## src/rtl/bt656_pkg.sv

```systemverilog
package bt656_pkg;

  localparam logic [7:0] CODE_HI = 8'hFF;
  localparam logic [7:0] CODE_LO = 8'h00;
  localparam logic [7:0] FILL_C  = 8'h80;
  localparam logic [7:0] FILL_Y  = 8'h10;
  localparam logic [7:0] Y_MIN   = 8'd16;
  localparam logic [7:0] Y_MAX   = 8'd235;
  localparam logic [7:0] C_MIN   = 8'd16;
  localparam logic [7:0] C_MAX   = 8'd240;

  // Region of the line the slot counter is in.
  typedef enum logic [1:0] {
    SEG_EAV   = 2'd0,
    SEG_HFILL = 2'd1,
    SEG_SAV   = 2'd2,
    SEG_PIX   = 2'd3
  } seg_t;

  // Remainder of a pixel pair after its chroma-blue word has gone out.
  typedef struct packed {
    logic [7:0] y0;
    logic [7:0] cr;
    logic [7:0] y1;
  } held_t;

  function automatic logic [7:0] status_word(input logic f, input logic v, input logic h);
    return {1'b1, f, v, h, v ^ h, f ^ h, f ^ v, f ^ v ^ h};
  endfunction

  function automatic logic [7:0] limit(input logic [7:0] x, input logic [7:0] lo,
                                       input logic [7:0] hi);
    if (x < lo) return lo;
    if (x > hi) return hi;
    return x;
  endfunction

endpackage

```

## src/rtl/bt656_line_timer.sv

```systemverilog
module bt656_line_timer
  import bt656_pkg::*;
#(
  parameter int LINE_PIX    = 858,
  parameter int ACT_PIX     = 720,
  parameter int FRAME_LINES = 525,
  parameter int F0_LINE     = 4,
  parameter int F1_LINE     = 266,
  parameter int V_ACT0      = 20,
  parameter int V_BLK1      = 264,
  parameter int V_ACT1      = 283,
  parameter int WORD_W      = 11,
  parameter int LINE_W      = 10
) (
  input  logic       clk,
  input  logic       rst,
  output seg_t       seg,
  output logic [1:0] code_pos,
  output logic [1:0] phase,
  output logic       w_odd,
  output logic       fld,
  output logic       vblk,
  output logic       frame_head,
  output logic       grp_open,
  output logic       req_next
);

  localparam int LINE_WORDS  = 2 * LINE_PIX;
  localparam int BLANK_WORDS = 2 * (LINE_PIX - ACT_PIX);
  localparam logic [WORD_W-1:0] LAST_W   = WORD_W'(LINE_WORDS - 1);
  localparam logic [WORD_W-1:0] SAV_W    = WORD_W'(BLANK_WORDS - 4);
  localparam logic [WORD_W-1:0] PIX_W    = WORD_W'(BLANK_WORDS);
  localparam logic [WORD_W-1:0] PRE_W    = WORD_W'(BLANK_WORDS - 1);
  localparam logic [1:0]        BLANK_LO = 2'(BLANK_WORDS % 4);
  localparam logic [LINE_W-1:0] LAST_L   = LINE_W'(FRAME_LINES);

  logic [WORD_W-1:0] w_q;
  logic [LINE_W-1:0] l_q;

  always_ff @(posedge clk) begin
    if (rst) begin
      w_q <= '0;
      l_q <= LINE_W'(1);
    end else if (w_q == LAST_W) begin
      w_q <= '0;
      l_q <= (l_q == LAST_L) ? LINE_W'(1) : l_q + LINE_W'(1);
    end else begin
      w_q <= w_q + WORD_W'(1);
    end
  end

  always_comb begin
    if (w_q < WORD_W'(4))   seg = SEG_EAV;
    else if (w_q < SAV_W)   seg = SEG_HFILL;
    else if (w_q < PIX_W)   seg = SEG_SAV;
    else                    seg = SEG_PIX;
  end

  assign phase      = w_q[1:0] - BLANK_LO;
  assign code_pos   = (seg == SEG_EAV) ? w_q[1:0] : phase;
  assign w_odd      = w_q[0];
  assign fld        = (l_q < LINE_W'(F0_LINE)) || (l_q >= LINE_W'(F1_LINE));
  assign vblk       = (l_q < LINE_W'(V_ACT0)) ||
                      ((l_q >= LINE_W'(V_BLK1)) && (l_q < LINE_W'(V_ACT1)));
  assign frame_head = (l_q == LINE_W'(1)) && (w_q == '0);
  assign grp_open   = (seg == SEG_PIX) && (phase == 2'd0) && !vblk;
  assign req_next   = !vblk && (w_q != LAST_W) && (w_q >= PRE_W) && (phase == 2'd3);

endmodule

```

## src/rtl/bt656_pair_buffer.sv

```systemverilog
module bt656_pair_buffer
  import bt656_pkg::*;
(
  input  logic       clk,
  input  logic       rst,
  input  logic       load,
  input  logic       px_valid,
  input  logic [7:0] px_cb,
  input  logic [7:0] px_y0,
  input  logic [7:0] px_cr,
  input  logic [7:0] px_y1,
  output logic [7:0] cb_word,
  output held_t      held
);

  // Component order 0..3 = Cb, Y0, Cr, Y1; even slots are chroma.
  logic [3:0][7:0] raw;
  logic [3:0][7:0] lim;
  logic [3:0][7:0] blank;

  assign raw = {px_y1, px_cr, px_y0, px_cb};

  for (genvar i = 0; i < 4; i++) begin : g_comp
    if ((i % 2) == 0) begin : g_chroma
      assign lim[i]   = limit(raw[i], C_MIN, C_MAX);
      assign blank[i] = FILL_C;
    end else begin : g_luma
      assign lim[i]   = limit(raw[i], Y_MIN, Y_MAX);
      assign blank[i] = FILL_Y;
    end
  end

  assign cb_word = px_valid ? lim[0] : blank[0];

  always_ff @(posedge clk) begin
    if (rst) begin
      held <= '{y0: FILL_Y, cr: FILL_C, y1: FILL_Y};
    end else if (load) begin
      held.y0 <= px_valid ? lim[1] : blank[1];
      held.cr <= px_valid ? lim[2] : blank[2];
      held.y1 <= px_valid ? lim[3] : blank[3];
    end
  end

endmodule

```

## src/rtl/bt656_word_mux.sv

```systemverilog
module bt656_word_mux
  import bt656_pkg::*;
(
  input  logic       clk,
  input  logic       rst,
  input  seg_t       seg,
  input  logic [1:0] code_pos,
  input  logic [1:0] phase,
  input  logic       w_odd,
  input  logic       fld,
  input  logic       vblk,
  input  logic       frame_head,
  input  logic [7:0] cb_word,
  input  held_t      held,
  output logic [7:0] vid_data,
  output logic       frame_start
);

  logic [7:0] fill_word;
  logic [7:0] code_word;
  logic [7:0] pix_word;
  logic [7:0] next_word;

  assign fill_word = w_odd ? FILL_Y : FILL_C;

  always_comb begin
    unique case (code_pos)
      2'd0:    code_word = CODE_HI;
      2'd3:    code_word = status_word(fld, vblk, seg == SEG_EAV);
      default: code_word = CODE_LO;
    endcase
  end

  always_comb begin
    unique case (phase)
      2'd0:    pix_word = cb_word;
      2'd1:    pix_word = held.y0;
      2'd2:    pix_word = held.cr;
      default: pix_word = held.y1;
    endcase
  end

  always_comb begin
    unique case (seg)
      SEG_EAV, SEG_SAV: next_word = code_word;
      SEG_HFILL:        next_word = fill_word;
      default:          next_word = vblk ? fill_word : pix_word;
    endcase
  end

  always_ff @(posedge clk) begin
    if (rst) begin
      vid_data    <= FILL_C;
      frame_start <= 1'b0;
    end else begin
      vid_data    <= next_word;
      frame_start <= frame_head;
    end
  end

endmodule

```

## src/rtl/bt656_stream_gen.sv

```systemverilog
module bt656_stream_gen
  import bt656_pkg::*;
#(
  parameter int LINE_PIX    = 858,
  parameter int ACT_PIX     = 720,
  parameter int FRAME_LINES = 525,
  parameter int F0_LINE     = 4,
  parameter int F1_LINE     = 266,
  parameter int V_ACT0      = 20,
  parameter int V_BLK1      = 264,
  parameter int V_ACT1      = 283
) (
  input  logic       clk,
  input  logic       rst,
  input  logic       px_valid,
  input  logic [7:0] px_cb,
  input  logic [7:0] px_y0,
  input  logic [7:0] px_cr,
  input  logic [7:0] px_y1,
  output logic       px_ready,
  output logic [7:0] vid_data,
  output logic       frame_start
);

  localparam int WORD_W = $clog2(2 * LINE_PIX);
  localparam int LINE_W = $clog2(FRAME_LINES + 1);

  seg_t       seg;
  logic [1:0] code_pos;
  logic [1:0] phase;
  logic       w_odd;
  logic       fld;
  logic       vblk;
  logic       frame_head;
  logic       grp_open;
  logic [7:0] cb_word;
  held_t      held;

  bt656_line_timer #(
    .LINE_PIX(LINE_PIX), .ACT_PIX(ACT_PIX), .FRAME_LINES(FRAME_LINES),
    .F0_LINE(F0_LINE), .F1_LINE(F1_LINE), .V_ACT0(V_ACT0),
    .V_BLK1(V_BLK1), .V_ACT1(V_ACT1), .WORD_W(WORD_W), .LINE_W(LINE_W)
  ) u_timer (
    .clk(clk), .rst(rst), .seg(seg), .code_pos(code_pos), .phase(phase),
    .w_odd(w_odd), .fld(fld), .vblk(vblk), .frame_head(frame_head),
    .grp_open(grp_open), .req_next(px_ready)
  );

  bt656_pair_buffer u_pair (
    .clk(clk), .rst(rst), .load(grp_open), .px_valid(px_valid),
    .px_cb(px_cb), .px_y0(px_y0), .px_cr(px_cr), .px_y1(px_y1),
    .cb_word(cb_word), .held(held)
  );

  bt656_word_mux u_mux (
    .clk(clk), .rst(rst), .seg(seg), .code_pos(code_pos), .phase(phase),
    .w_odd(w_odd), .fld(fld), .vblk(vblk), .frame_head(frame_head),
    .cb_word(cb_word), .held(held), .vid_data(vid_data),
    .frame_start(frame_start)
  );

endmodule

```

## config.mk

```make
export PLATFORM = sky130hd
export DESIGN_NAME = bt656_stream_gen
export DESIGN_NICKNAME = d
export VERILOG_FILES = /design/src/rtl/bt656_pkg.sv /design/src/rtl/bt656_line_timer.sv /design/src/rtl/bt656_pair_buffer.sv /design/src/rtl/bt656_word_mux.sv /design/src/rtl/bt656_stream_gen.sv
export SDC_FILE = /design/constraint.sdc
export NUM_CORES = 1
export LEC_CHECK = 0
export ABC_AREA = 1
export BUFFER_PORTS_ARGS = -buffer_cell sky130_fd_sc_hd__buf_2
export CAP_MARGIN = 5
export CORE_MARGIN = 2
export CORE_UTILIZATION = 59
export CTS_BUF_LIST = sky130_fd_sc_hd__clkbuf_4
export CTS_CLUSTER_SIZE = 30
export DETAILED_ROUTE_END_ITERATION = 12
export HOLD_SLACK_MARGIN = 0.1
export PLACE_DENSITY = 0.88
export RECOVER_POWER = 100
export SYNTH_ARGS = -nofsm -noshare
export SYNTH_HDL_FRONTEND = slang
export SYNTH_SLANG_ARGS = --single-unit
```

## constraint.sdc

```tcl
create_clock -name clk -period 2.4 [get_ports clk]
set_clock_uncertainty 0.05 [all_clocks]
set_input_delay 0.48 -clock clk [delete_from_list [all_inputs] [get_ports clk]]
set_output_delay 0.48 -clock clk [all_outputs]
set_load 0.03 [all_outputs]
```

==> impl_table.tex, run 1 <==
\begin{tabular}{lr}
\hline
Metric & Value \\
\hline
\multicolumn{2}{l}{\textbf{Setup path}} \\
\quad Reg2reg setup slack & 0.30 ns \\
\quad Stage delay of the slowest cell on the critical path & 0.39 ns \\
\quad Largest fanout on the critical path & 5 \\
\quad Slowest stage cell, crit path & dfxtp\_2 \\
\quad Register-to-Register Path Depth & 9 \\
\quad Startpoint-to-endpoint class of the critical path & register to output port \\
\quad Critical path destination & px\_ready \\
\quad Cells traversed along the worst timing path & nor2\_4 > nand2\_1 > and2\_2 > or2\_2 > nand3\_1 > nor2\_1 > clkbuf\_4 \\
\quad Worst setup EP type & output port \\
\quad Startpoint type of the worst setup path & register \\
\quad Worst Path Required & 1.87 ns \\
\quad Bufs and invs on worst path & 1 \\
\quad Start of the worst register-to-register path & u\_timer.l\_q[0] \\
\quad Origin of the worst setup path & u\_timer.w\_q[5] \\
\quad Depth of the critical timing path with buffers and inverters included & 7 \\
\quad Cell type group with the largest total delay on the critical path & simple AND/OR/NAND/NOR gates \\
\quad Critical register-to-register path endpoint & u\_pair.held[17] \\
\quad Arr. time, crit path & 1.80 ns \\
\multicolumn{2}{l}{\textbf{Finish}} \\
\quad Area used by multi-input combinational logic & 0.001732 mm² \\
\quad Design Area, Final & 0.003447 mm² \\
\quad Number of inserted filler cells in the final layout & 457 \\
\quad Nets@finish & 548 \\
\quad Layout cells sized above 1 & 13.81\% \\
\quad Flip-flop and latch area & 0.001091 mm² \\
\quad Number of antenna repair diodes & 0 \\
\quad Number of standard cells in the layout, taps in and fillers out & 577 \\
\quad Area grow syn2layout & 11.58\% \\
\multicolumn{2}{l}{\textbf{GRT}} \\
\quad Global-route wire length before repair & 12.86 mm \\
\quad Overflow left after global routing & 0 \\
\quad Met3 global-route usage & 3.199\% \\
\quad Number of antenna violations at the first check in global routing & 0 \\
\quad Total global-route track usage & 26.49\% \\
\quad Number of global-route vias before repair & 2937 \\
\quad Largest net degree at the start of global routing & 32 \\
\quad Most used routing layer in global routing & met2 \\
\quad Met2 layer usage reported by global route & 47.26\% \\
\quad Global routing usage on met1 & 33.41\% \\
\multicolumn{2}{l}{\textbf{Floorplan}} \\
\quad Vert. Die Dim & 76.36 µm \\
\quad I/O pins & 45 \\
\quad Width of the chip & 76.36 µm \\
\quad Placeable core region & 0.005075 mm² \\
\quad Row Count & 26 \\
\quad Effective utilization at floorplan & 60.87\% \\
\quad Die ar. & 0.005831 mm² \\
\multicolumn{2}{l}{\textbf{Synthesis}} \\
\quad Count leader, synth & nand2\_1 \\
\quad Number of distinct library cell variants in the gate-level netlist after synthesis & 37 \\
\quad Leading post-synthesis cells by instance count & nand2\_1 (98), nor2\_1 (66), dfxtp\_1 (54), a21oi\_1 (44), inv\_1 (44) \\
\quad Number of flops mapped to enable cells by yosys & 0 \\
\quad Async S/R FF share, synth & 0\% \\
\quad Post-synthesis instance total & 458 \\
\quad Post-synthesis sequential area ratio & 34.99\% \\
\quad Yosys warnings & 0 \\
\quad Flops \& latches, synth & 54 \\
\quad Synthesized net count & 500 \\
\quad Yosys top cell by area & dfxtp\_1 \\
\quad Top cell type's share of synthesized area & 34.99\% \\
\quad Ys flop type & dfxtp\_1 \\
\quad Mean instance size in the synthesized netlist & 6.745 µm² \\
\quad Most area-consuming cells after synthesis & dfxtp\_1 (35\%), nand2\_1 (12\%), nor2\_1 (8.0\%) \\
\quad Post-synthesis instance area & 0.003089 mm² \\
\multicolumn{2}{l}{\textbf{Detailed routing}} \\
\quad Total number of vias & 3253 \\
\quad Detail Route Antenna Nets & 0 \\
\quad Avg WL per Cell & 13.08 µm \\
\quad Final wirelength & 7.545 mm \\
\quad Post-detailed-route DRC marker count & 0 \\
\quad Detailed Routing Iterations Pass 1 & 7 \\
\quad Mean number of vias per cell & 5.638 \\
\quad Initial detailed-routing violation count & 253 \\
\multicolumn{2}{l}{\textbf{Clock network}} \\
\quad Clock Latency Late Sink & 0.38 ns \\
\quad CTS Sinks & 54 \\
\quad Deepest clock path buffer count & 2 \\
\quad H-tree depth & 2 \\
\quad Clock slew at reported path FFs & 0.17 ns \\
\quad CTS root buf & clkbuf\_4 \\
\quad TritonCTS clock tree & done \\
\quad TritonCTS buffer count & 5 \\
\quad Count of hold-fix buffers inserted at cts & 0 \\
\multicolumn{2}{l}{\textbf{STA}} \\
\quad Achievable frequency & 428.8 MHz \\
\quad Final critical-path setup slack & 0.06795 ns \\
\quad Final-report max-slew violation count & 0 \\
\quad Slew headroom & 55.56\% \\
\quad Final-report setup violation count & 0 \\
\quad Number of hold violations in the final report & 0 \\
\quad Time the worst path needs with I/O delays and setup & 2.332 ns \\
\quad Slew at the pin with the worst max-slew slack & 0.6641 ns \\
\quad Share of the cycle needed by the critical path after routing & 97.17\% \\
\multicolumn{2}{l}{\textbf{Placed design}} \\
\quad Worst setup slack after placement & 0.3360 ns \\
\quad Area post-placement & 0.003386 mm² \\
\quad DPL Wire Length & 5.708 mm \\
\quad Placed cell count & 568 \\
\quad Quantity of I/O buffers inserted on ports & 44 \\
\quad Placer's final routability congestion estimate & 0.9176 \\
\multicolumn{2}{l}{\textbf{Power and ir drop}} \\
\quad Areal power density over the cells & 499.8 mW/mm² \\
\quad Worst voltage drop across the vdd grid & 0.0003209 V \\
\quad Static Leak & 1.381 nW \\
\multicolumn{2}{l}{\textbf{Job}} \\
\quad Max Cap Violations & 0 \\
\multicolumn{2}{l}{\textbf{Worst hold path}} \\
\quad Type of the worst min-delay path & primary input to register \\
\quad Number of cells on the worst hold path & 3 \\
\multicolumn{2}{l}{\textbf{Status}} \\
\quad Run status & finished, final reports clean \\
\hline
\end{tabular}
[flip-flops by register name, indices dropped and copies added (netlist names)]
name and count:
u_pair.held 24, u_timer.w_q 11, u_timer.l_q 10, u_mux.vid_data 8
u_mux.frame_start 1
[repair_timing]
item	in CTS	in global routing
hold endpoints to repair	0	0
setup endpoints to repair	1	1
gates resized for setup	3	11
pin swaps	1	0
buffers inserted	1	0
[layout by cell type (no fill, tap or decap), drive strengths merged, types with 4 or more instances in the layout]
| master | Yosys | layout |
|---|---|---|
| nor3 | 14 | 14 |
| ha | 7 | 7 |
| nand4 | 12 | 12 |
| dfxtp | 54 | 54 |
| nor4 | 4 | 4 |
| o211ai | 8 | 8 |
| nor2 | 67 | 67 |
| nand2 | 100 | 100 |
| a21oi | 45 | 45 |
| inv | 46 | 48 |
| o21ai | 20 | 20 |
| clkbuf | 9 | 19 |
| xor2 | 5 | 5 |
| nand3 | 35 | 35 |
| buf | 5 | 41 |
| a22oi | 9 | 9 |
[routing by layer]
metal  wire length (µm)  part of all wire (%)
met1               3257                    43
met2               3666                    49
met3                473                   6.3
met4                147                   1.9
met5                  0                     0
[logic make-up (layout without fill, tap and decap cells)]
kind of cell | count (synthesis) | after routing | share of synthesized area [%]
buf+inv | 60 | 109 | 8.384
fa+ha+maj | 7 | 7 | 2.835
xor+xnor | 5 | 5 | 1.418
compound gates | 94 | 94 | 17.86
simple gates | 238 | 238 | 34.51
flops | 54 | 54 | 34.99
[cell type report]
class	count	area share (%)
clock buffers	5	1.089
well taps	70	2.541
clock inverters	3	1.379
multi-input cells	344	50.24
inverters	46	5.009
flip-flops and latches	54	31.65
repair buffers	55	8.094
[worst register-to-register path, stage by stage (launching register included)]
cell,delay (ns)
dfxtp_1,0.36
ha_1,0.21
o21ai_0,0.17
nand2_1,0.09
nand2_1,0.06
nand2_1,0.14
nand3_1,0.33
buf_4,0.30
nor2_1,0.10
a211oi_1,0.20
[stage by stage]
stage	setup TNS, ns	power [mW]	hold slack, ns	utilization [%]
global placement	0	1.201	0.3849	66.72
detailed placement	0	1.206	0.3992	66.72
global route	-0.003628	1.797	0.3088	67.92
CTS	0	1.738	0.2893	68.64
floorplan	0	1.116	0.3738	-
finish	0	1.723	0.2920	67.92
[power breakdown]
part / internal (mW) / switching, mW / leakage [nW]
Combinational: 0.0848 / 0.170 / 0.895
Sequential: 0.918 / 0.0111 / 0.440
Clock: 0.228 / 0.312 / 0.0462
[worst min path at each step]
stage                                from         endpoint
final                            px_cr[5]  u_pair.held[13]
after global routing             px_cr[7]  u_pair.held[15]
after CTS                        px_cr[5]  u_pair.held[13]
after detailed placement  u_pair.held[18]  u_pair.held[18]
after global placement    u_pair.held[18]  u_pair.held[18]
after floorplan           u_pair.held[10]  u_pair.held[10]
Power figures use the tool's default switching activity.
==> run 2, diff against run 1 <==
CELL_PAD_IN_SITES_DETAIL_PLACEMENT = 1   (was unset)
CELL_PAD_IN_SITES_GLOBAL_PLACEMENT = 1   (was unset)
CORE_UTILIZATION = 42   (was 59)
==> impl_table.tex, run 2 (synthesis gave the netlist of run 1 again) <==
\begin{tabular}{lr}
\hline
Metric & Value \\
\hline
\multicolumn{2}{l}{\textbf{Status}} \\
\quad Run status & finished, final reports clean \\
\multicolumn{2}{l}{\textbf{GRT}} \\
\quad Total global-route track usage & 23.46\% \\
\quad Number of global-route vias before repair & 3385 \\
\quad Largest net degree at the start of global routing & 32 \\
\quad Global-route wire length before repair & 15.88 mm \\
\quad Number of antenna violations at the first check in global routing & 0 \\
\quad Overflow left after global routing & 0 \\
\multicolumn{2}{l}{\textbf{Finish}} \\
\quad Biggest register & u\_pair.held \\
\quad Commonest non-fill, non-tap cell in the layout & nand2\_1 \\
\quad Area used by multi-input combinational logic & 0.001774 mm² \\
\quad Top Registers & u\_pair.held: 24 flops, u\_timer.w\_q: 11 flops, u\_timer.l\_q: 10 flops \\
\quad Area grow syn2layout & 14.34\% \\
\quad Number of antenna repair diodes & 0 \\
\quad Layout cells sized above 1 & 15.52\% \\
\quad Nets@finish & 552 \\
\quad Design Area, Final & 0.003532 mm² \\
\quad Number of standard cells in the layout, taps in and fillers out & 608 \\
\quad Number of flip-flops under the largest register name & 24 \\
\quad Flip-flop and latch area & 0.001104 mm² \\
\quad Commonest non-fill, non-tap cells in the layout & nand2\_1 (97), nor2\_1 (64), dfxtp\_1 (46) \\
\quad Number of inserted filler cells in the final layout & 988 \\
\multicolumn{2}{l}{\textbf{Placed design}} \\
\quad Placer's final routability congestion estimate & 0.8945 \\
\quad DPL Wire Length & 7.095 mm \\
\quad Placed cell count & 595 \\
\quad Area post-placement & 0.003407 mm² \\
\quad Quantity of I/O buffers inserted on ports & 44 \\
\quad Worst setup slack after placement & 0.2774 ns \\
\multicolumn{2}{l}{\textbf{Clock network}} \\
\quad CTS root buf & clkbuf\_4 \\
\quad Deepest clock path buffer count & 2 \\
\quad Clock Latency Late Sink & 0.38 ns \\
\quad Clock slew at reported path FFs & 0.15 ns \\
\quad TritonCTS clock tree & done \\
\quad H-tree depth & 2 \\
\quad TritonCTS buffer count & 5 \\
\quad CTS Sinks & 54 \\
\multicolumn{2}{l}{\textbf{Floorplan}} \\
\quad Die ar. & 0.008057 mm² \\
\quad Vert. Die Dim & 89.76 µm \\
\quad I/O pins & 45 \\
\quad Placeable core region & 0.007176 mm² \\
\quad Width of the chip & 89.76 µm \\
\quad Effective utilization at floorplan & 43.05\% \\
\quad Row Count & 31 \\
\multicolumn{2}{l}{\textbf{Detailed routing}} \\
\quad Detailed Routing Iterations Pass 1 & 4 \\
\quad Avg WL per Cell & 15.50 µm \\
\quad Post-detailed-route DRC marker count & 0 \\
\quad Detail Route Antenna Nets & 0 \\
\quad Mean number of vias per cell & 5.421 \\
\quad Total number of vias & 3296 \\
\quad Final wirelength & 9.424 mm \\
\quad Initial detailed-routing violation count & 109 \\
\multicolumn{2}{l}{\textbf{Setup path}} \\
\quad Worst setup EP type & output port \\
\quad Startpoint type of the worst setup path & register \\
\quad Startpoint-to-endpoint class of the critical path & register to output port \\
\quad Reg2reg setup slack & 0.29 ns \\
\quad Stage delay of the slowest cell on the critical path & 0.36 ns \\
\quad Arr. time, crit path & 1.76 ns \\
\quad Largest fanout on the critical path & 4 \\
\quad Worst Path Required & 1.87 ns \\
\quad Slowest stage cell, crit path & dfxtp\_2 \\
\quad Cells traversed along the worst timing path & inv\_2 > nand2\_4 > nor3\_4 > and2\_4 > or2\_4 > nand3\_2 > nor2\_4 > buf\_6 \\
\multicolumn{2}{l}{\textbf{Worst hold path}} \\
\quad Type of the worst min-delay path & primary input to register \\
\multicolumn{2}{l}{\textbf{STA}} \\
\quad Final critical-path setup slack & 0.1089 ns \\
\quad Final-report setup violation count & 0 \\
\quad Time the worst path needs with I/O delays and setup & 2.291 ns \\
\quad Tightest hold margin & 0.3165 ns \\
\quad Number of hold violations in the final report & 0 \\
\quad Slew headroom & 58.91\% \\
\quad Achievable frequency & 436.5 MHz \\
\quad Final-report max-slew violation count & 0 \\
\quad Slew at the pin with the worst max-slew slack & 0.6107 ns \\
\quad Share of the cycle needed by the critical path after routing & 95.46\% \\
\multicolumn{2}{l}{\textbf{Power and ir drop}} \\
\quad Share of power burned in the clock network & 24.1\% \\
\quad Worst voltage drop across the vdd grid & 0.0002097 V \\
\quad Net Switching & 0.4674 mW \\
\quad Power Total & 1.566 mW \\
\quad Sequential Power Share & 59.1\% \\
\quad Switching power as a share of total power & 29.85\% \\
\quad Static Leak & 1.403 nW \\
\quad Combinational power share & 16.7\% \\
\quad Internal power & 1.098 mW \\
\quad Areal power density over the cells & 443.3 mW/mm² \\
\multicolumn{2}{l}{\textbf{Job}} \\
\quad Max Cap Violations & 0 \\
\hline
\end{tabular}
==> run 2: worst paths after layout <==
path | startpoint | end | depth (start not counted)
worst max-delay path | u_timer.w_q[10] | px_ready | 8
worst min-delay path | px_y1[5] | u_pair.held[5] | 3
worst max register to register | u_timer.l_q[4] | u_pair.held[9] | 8
worst min register to register | u_pair.held[18] | u_pair.held[18] | 2
==> run 2: stage by stage <==
| stage | utilization, % | TNS [ns] |
|---|---|---|
| after floorplan | - | 0 |
| after global placement | 47.48 | 0 |
| after detailed placement | 47.48 | 0 |
| after CTS | 48.33 | 0 |
| after global routing | 49.22 | -0.007461 |
| final | 49.22 | 0 |
==> run 2: layer usage <==
metal  routed length, µm  vias up  part of all wire (%)  GRT usage, %
li1                    -     1636                     -             -
met4                 133        0                   1.4         6.026
met1                4095     1580                    43         28.65
met3                 343       15                   3.6         3.101
met5                   0        -                     0             0
met2                4851       65                    51         43.43
==> run 2: worst max-delay path, delay by kind of cell, from the launching register on <==
| family | cells | cell delay [ns] |
|---|---|---|
| flip-flops | 1 | 0.36 |
| buffers and inverters | 2 | 0.22 |
| AND/OR/NAND/NOR | 6 | 0.80 |
==> run 2: layout make-up <==
cell class | count | area share, %
clock buffers | 5 | 1.063
clock inverters | 1 | 0.1063
inverters | 46 | 4.959
multi-input cells | 344 | 50.23
flip-flops and latches | 54 | 31.24
well taps | 99 | 3.507
repair buffers | 59 | 8.891
==> run 2: repair_timing <==
item,in CTS,in global routing
setup buffers,1,6
gates resized for setup,6,26
pin swaps,1,4
hold buffers,0,0
setup endpoints to repair,1,1
==> run 2: power groups by stage <==
stage	Sequential [mW]	Clock (mW)	Combinational [mW]
3_3_place_gp	0.947	0	0.259
4_1_cts	0.929	0.397	0.267
3_5_place_dp	0.948	0	0.266
2_1_floorplan	0.982	0	0.134
5_1_grt	0.930	0.432	0.293
6_report	0.926	0.378	0.262
